==> src/rtl/flash_cmd_decoder.sv <==
module flash_cmd_decoder #(
  parameter int ADDR_W = 19,
  parameter int DATA_W = 8,
  parameter int CMD_AW = 15
) (
  input  logic              clk,
  input  logic              rst_n,
  input  logic              wr_valid,
  input  logic [ADDR_W-1:0] wr_addr,
  input  logic [DATA_W-1:0] wr_data,
  input  logic              prog_done,
  input  logic [ADDR_W-1:0] rd_addr,
  output logic [1:0]        mode,
  output logic              load_open,
  output logic              lock_set_lo,
  output logic              lock_set_hi,
  output logic              stray_wr,
  output logic              id_hit,
  output logic [DATA_W-1:0] id_data
);

  localparam logic [1:0] M_READ  = 2'd0;
  localparam logic [1:0] M_LOAD  = 2'd1;
  localparam logic [1:0] M_IDENT = 2'd2;

  localparam logic [CMD_AW-1:0] KEY_A = CMD_AW'(15'h5555);
  localparam logic [CMD_AW-1:0] KEY_B = CMD_AW'(15'h2AAA);
  localparam logic [ADDR_W-1:0] TOP_ADDR = {ADDR_W{1'b1}};
  localparam logic [ADDR_W-1:0] STAT_LO  = ADDR_W'(2);
  localparam logic [ADDR_W-1:0] STAT_HI  = TOP_ADDR - ADDR_W'(13);

  localparam logic [DATA_W-1:0] D_AA  = DATA_W'(8'hAA);
  localparam logic [DATA_W-1:0] D_55  = DATA_W'(8'h55);
  localparam logic [DATA_W-1:0] D_PRG = DATA_W'(8'hA0);
  localparam logic [DATA_W-1:0] D_IDN = DATA_W'(8'h90);
  localparam logic [DATA_W-1:0] D_EXT = DATA_W'(8'hF0);
  localparam logic [DATA_W-1:0] D_ARM = DATA_W'(8'h80);
  localparam logic [DATA_W-1:0] D_BLK = DATA_W'(8'h40);
  localparam logic [DATA_W-1:0] D_LO  = DATA_W'(8'h00);
  localparam logic [DATA_W-1:0] D_HI  = DATA_W'(8'hFF);
  localparam logic [DATA_W-1:0] C_MFR = DATA_W'(8'h1F);
  localparam logic [DATA_W-1:0] C_DEV = DATA_W'(8'hC4);
  localparam logic [DATA_W-1:0] C_FREE = DATA_W'(8'hFE);
  localparam logic [DATA_W-1:0] C_LOCK = DATA_W'(8'hFF);

  typedef enum logic [2:0] {
    S_IDLE, S_P1, S_P2, S_A3, S_A4, S_A5, S_A6
  } step_t;

  step_t       st, st_nx;
  logic [1:0]  mode_nx;
  logic        lock_lo, lock_hi;
  logic        matched, go_load, go_lo, go_hi;

  wire          decode = wr_valid && (mode != M_LOAD);
  wire          at_a   = (wr_addr[CMD_AW-1:0] == KEY_A);
  wire          at_b   = (wr_addr[CMD_AW-1:0] == KEY_B);
  wire          first  = at_a && (wr_data == D_AA);
  wire          second = at_b && (wr_data == D_55);

  always_comb begin
    st_nx   = st;
    mode_nx = mode;
    matched = 1'b0;
    go_load = 1'b0;
    go_lo   = 1'b0;
    go_hi   = 1'b0;
    if (mode == M_LOAD) begin
      st_nx = S_IDLE;
      if (prog_done) mode_nx = M_READ;
    end else if (decode) begin
      unique case (st)
        S_P1: if (second) begin matched = 1'b1; st_nx = S_P2; end
        S_P2: if (at_a) begin
          if (wr_data == D_PRG) begin
            matched = 1'b1; st_nx = S_IDLE; mode_nx = M_LOAD; go_load = 1'b1;
          end else if (wr_data == D_IDN) begin
            matched = 1'b1; st_nx = S_IDLE; mode_nx = M_IDENT;
          end else if (wr_data == D_EXT) begin
            matched = 1'b1; st_nx = S_IDLE; mode_nx = M_READ;
          end else if (wr_data == D_ARM) begin
            matched = 1'b1; st_nx = S_A3;
          end
        end
        S_A3: if (first) begin matched = 1'b1; st_nx = S_A4; end
        S_A4: if (second) begin matched = 1'b1; st_nx = S_A5; end
        S_A5: if (at_a && wr_data == D_BLK) begin matched = 1'b1; st_nx = S_A6; end
        S_A6: begin
          if (wr_addr == '0 && wr_data == D_LO) begin
            matched = 1'b1; st_nx = S_IDLE; go_lo = 1'b1;
          end else if (wr_addr == TOP_ADDR && wr_data == D_HI) begin
            matched = 1'b1; st_nx = S_IDLE; go_hi = 1'b1;
          end
        end
        default: ;
      endcase
      if (!matched) st_nx = first ? S_P1 : S_IDLE;
    end
  end

  always_ff @(posedge clk or negedge rst_n) begin
    if (!rst_n) begin
      st          <= S_IDLE;
      mode        <= M_READ;
      load_open   <= 1'b0;
      lock_set_lo <= 1'b0;
      lock_set_hi <= 1'b0;
      stray_wr    <= 1'b0;
      lock_lo     <= 1'b0;
      lock_hi     <= 1'b0;
    end else begin
      st          <= st_nx;
      mode        <= mode_nx;
      load_open   <= go_load;
      lock_set_lo <= go_lo;
      lock_set_hi <= go_hi;
      stray_wr    <= decode && !matched && !first;
      if (go_lo) lock_lo <= 1'b1;
      if (go_hi) lock_hi <= 1'b1;
    end
  end

  assign id_hit = (mode == M_IDENT) &&
                  (rd_addr == '0 || rd_addr == ADDR_W'(1) ||
                   rd_addr == STAT_LO || rd_addr == STAT_HI);

  always_comb begin
    id_data = '0;
    if (id_hit) begin
      if (rd_addr == '0)           id_data = C_MFR;
      else if (rd_addr == STAT_LO) id_data = lock_lo ? C_LOCK : C_FREE;
      else if (rd_addr == STAT_HI) id_data = lock_hi ? C_LOCK : C_FREE;
      else                         id_data = C_DEV;
    end
  end

  p_mode_legal_r1: assert property (@(posedge clk) disable iff (!rst_n)
    mode != 2'd3);
  p_load_mode_r2: assert property (@(posedge clk) disable iff (!rst_n)
    load_open |-> mode == M_LOAD);
  p_load_single_r2: assert property (@(posedge clk) disable iff (!rst_n)
    load_open |=> !load_open);
  p_load_hold_r4: assert property (@(posedge clk) disable iff (!rst_n)
    (mode == M_LOAD && !prog_done) |=> mode == M_LOAD);
  p_load_exit_r4: assert property (@(posedge clk) disable iff (!rst_n)
    (mode == M_LOAD && prog_done) |=> mode == M_READ);
  p_id_mode_r6: assert property (@(posedge clk) disable iff (!rst_n)
    id_hit |-> mode == M_IDENT);
  p_pulse_excl_r8: assert property (@(posedge clk) disable iff (!rst_n)
    $onehot0({load_open, lock_set_lo, lock_set_hi, stray_wr}));
  p_lock_req_r8: assert property (@(posedge clk) disable iff (!rst_n)
    (lock_set_lo |-> lock_lo) and (lock_set_hi |-> lock_hi));
  p_lock_sticky_r9: assert property (@(posedge clk) disable iff (!rst_n)
    (lock_lo |=> lock_lo) and (lock_hi |=> lock_hi));
  p_no_stray_load_r11: assert property (@(posedge clk) disable iff (!rst_n)
    mode == M_LOAD |=> !stray_wr);

endmodule

==> config.mk <==
export PLATFORM = sky130hd
export DESIGN_NAME = flash_cmd_decoder
export DESIGN_NICKNAME = d
export VERILOG_FILES = /design/src/rtl/flash_cmd_decoder.sv
export SDC_FILE = /design/constraint.sdc
export NUM_CORES = 1
export LEC_CHECK = 0
export BUFFER_PORTS_ARGS = -buffer_cell sky130_fd_sc_hd__buf_2
export CAP_MARGIN = 20
export CORE_MARGIN = 2
export CORE_UTILIZATION = 40
export DETAILED_ROUTE_END_ITERATION = 7
export GPL_ROUTABILITY_DRIVEN = 0
export PLACE_DENSITY = 0.76
export SLEW_MARGIN = 40
export SYNTH_ARGS = -nofsm -noshare
export SYNTH_HDL_FRONTEND = slang
export SYNTH_SLANG_ARGS = --single-unit
==> constraint.sdc <==
create_clock -name clk -period 2.1 [get_ports clk]
set_input_delay 0.105 -clock clk [delete_from_list [all_inputs] [get_ports clk]]
set_output_delay 0.105 -clock clk [all_outputs]
set_load 0.1 [all_outputs]
==> flow_metrics.tcl <==
set metrics [dict create \
    worst-endpoint-arrival_ns 1.95 \
    tritoncts "done" \
    routed_wire_length_mm 3.22 \
    worst_slew_margin_rel_pct 67.2 \
    effective_utilization_at_floorplan_pct 42.0 \
    cellLeakagePower_nw 0.671 \
    die_area_um2 3030 \
    crit-reg2reg-capture "st[0]$_DFFE_PN0P_" \
    final_max_slew_viol_count 0 \
    globalRoute.totalOverflow 0 \
    critPathCaptureType "output pin" \
    r2r_cells 6 \
    synth_seq_area_share_pct 26.4 \
    row_count 18 \
    clock_latency_ns 0.27 \
    clock_tree.htree_level_count 1 \
    top_level_ports 65 \
    fillerInstances 238 \
    layout.cells.most_common "sky130_fd_sc_hd__buf_2" \
    worst-setup-path-type "in -> out" \
    cts_inserted_buffers 3 \
    net_count_of_the_finished_layout 245 \
    peakVddDrop_mv 0.231 \
    rsz_0062_raised_after_global_routing "false" \
    clkTransAtPathRegs_ns 0.07 \
    post_synth_instance_area_um2 1040 \
    synth_warnings 0 \
    flow.area_growth_from_synthesis_pct 50.1 \
    timing.hold.worst.start "prog_done" \
    drt-pass1-iter-count 4 \
    pre_cts_slack_ns 0.0116 \
    antenna_cells_inserted 0 \
    worst_pin_slew_ns 0.487 \
    reg2reg_slack_ns 0.17 \
    drc_errors 0 \
    routedWlPerCell_um 14.4 \
    ff_latch_count_synth 11 \
    fin_area_um2 1560 \
    ff_latch_area_um2 277 \
    syn-instance-count 133 \
    via_per_inst 6.13 \
    placed_area_um2 1520 \
    synth_nets 183 \
    clock_tree.root_cell "sky130_fd_sc_hd__clkbuf_4" \
    synthArstFlopShare_pct 100 \
    setup_viol 0 \
    run_status "complete, no violations" \
    setup_slack_ns 0.0499 \
    count_of_maximum_capacitance_violations 0 \
    yosys_most_used_dff "sky130_fd_sc_hd__dfrtp_1" \
    holdPathStages 2 \
    die_height_um 55.0 \
    clock-skew-final_ns 0.00275 \
    p_total_uw 466 \
    antenna_found_initial 0 \
    hp-class "in -> reg" \
    worst-path-max-fanout 5 \
    finish.utilization_pct 63.1 \
    drive_above_1_share_pct 41.2 \
    clock_sinks 11 \
    fp.coreArea_um2 2480 \
    syn_area_per_cell_um2 7.83 \
    place.detailed.hpwl_mm 2.71 \
    endpoint_of_the_worst_hold_path "mode[0]$_DFFE_PN0P_" \
    combined_global_route_utilization_of_all_metal_layers_pct 23.7 \
    number_of_input_and_output_port_buffers_inserted 64 \
    clockBufferDepth 2 \
    finalWorstPathRequiredPeriod_ns 2.05 \
    grt_pass1_vias 1263 \
    beginning_of_the_worst_register_to_register_path "st[2]$_DFFE_PN0P_" \
    antenna_left 0 \
    synthDistinctLibCells 38 \
    multiInputGateArea_um2 723 \
    grt_start_max_net_pins 12 \
    top_library_cells_by_usage_in_the_layout_fill_and_taps_aside "sky130_fd_sc_hd__buf_2 (55), sky130_fd_sc_hd__nand4_1 (16), sky130_fd_sc_hd__dfrtp_1 (10), sky130_fd_sc_hd__nand2_1 (9), sky130_fd_sc_hd__buf_12 (9)" \
    synth_enable_flop_cells 0 \
    power_density_nw_per_um2 298 \
    timing.critical_path.required_ns 2.00 \
    dr_total_vias 1374 \
    fp.dieW_um 55.0 \
    worstSetupStartpointType "primary input" \
    report.final.hold_viol_count 0 \
    fmaxAchievable_ghz 0.488 \
    detail_route.iter0.violations 19 \
    ctsResizeCount 0 \
    fin_crit_sh_pct 97.6 \
    grt_first_pass_wirelength_mm 5.25 \
]
-- power by group --
group          switching (mW)  internal [mW]
Combinational          0.0615         0.0483
Sequential           0.000167          0.213
Clock                  0.0695         0.0735
Total                   0.131          0.334
-- cells by family after synthesis --
family,share of synthesized area (%)
AND/OR/NAND/NOR,45.0
XOR/XNOR,2.52
multiplexers,1.44
buffers and inverters,7.21
AO/OA/AOI/OAI,17.4
flip-flops,26.4
-- what timing repair did --
action,in CTS,in global routing
hold buffers,1,0
setup endpoints to repair,0,2
buffers inserted,0,1
hold endpoints to repair,11,0
-- metal layers --
metal	vias up	part of all wire, %	GRT usage [%]
met5	-	0	0
met4	0	2.7	12.2
met3	11	6.9	1.34
met2	77	54	45.0
met1	644	36	26.4
li1	642	-	-
-- state kept, by name, indices dropped and copies added (netlist names) --
signal       cells
load_open        1
mode             2
stray_wr         1
st               3
lock_lo          1
lock_hi          1
lock_set_hi      1
lock_set_lo      1
-- per-stage QoR --
stage	hold WS, ns	cells	setup TNS [ns]
6_report	0.0196	224	0
2_1_floorplan	-0.191	133	-3.04
5_1_grt	0.0252	224	0
3_3_place_gp	-0.0244	218	0
4_1_cts	0.0191	223	0
3_5_place_dp	-0.0192	218	0
-- how the worst max path moves through the flow --
stage	from	to	slack, ns	depth (start not counted)
6_report	rd_addr[0]	id_data[7]	0.05	6
3_3_place_gp	wr_data[1]	st[0]$_DFFE_PN0P_	0.04	7
3_5_place_dp	wr_data[1]	st[0]$_DFFE_PN0P_	0.01	7
2_1_floorplan	rd_addr[0]	id_data[7]	-0.73	5
4_1_cts	rd_addr[0]	id_data[6]	0.03	6
5_1_grt	rd_addr[0]	id_data[6]	0.008	6
-- synthesized netlist by cell type, drive strengths merged, types with 3 or more instances --
cell type,count,area share (%)
nor2b,3,1.8
dfrtp,11,26
clkbuf,5,1.8
a21oi,7,3.4
o21ai,8,3.8
inv,5,1.8
nor3,4,1.9
xnor2,3,2.5
nand4,16,9.6
buf,5,3.6
nor2,7,2.5
nand2,9,3.2
nor4,9,6.9
or4,9,6.5
nand2b,3,1.8
-- worst max-delay path, cell delays in order --
cell,delay [ns]
sky130_fd_sc_hd__buf_2,0.12
sky130_fd_sc_hd__or4_1,0.55
sky130_fd_sc_hd__or4_4,0.48
sky130_fd_sc_hd__a21oi_4,0.22
sky130_fd_sc_hd__a21boi_4,0.27
sky130_fd_sc_hd__buf_12,0.20
-- layout make-up --
class	instances	area share, %
flip-flops and latches	11	17.7
multi-input cells	107	46.3
well taps	30	2.40
clock buffers	4	1.68
inverters	5	1.20
repair buffers	67	30.7
Note: power is estimated with default switching activity, not from simulation.
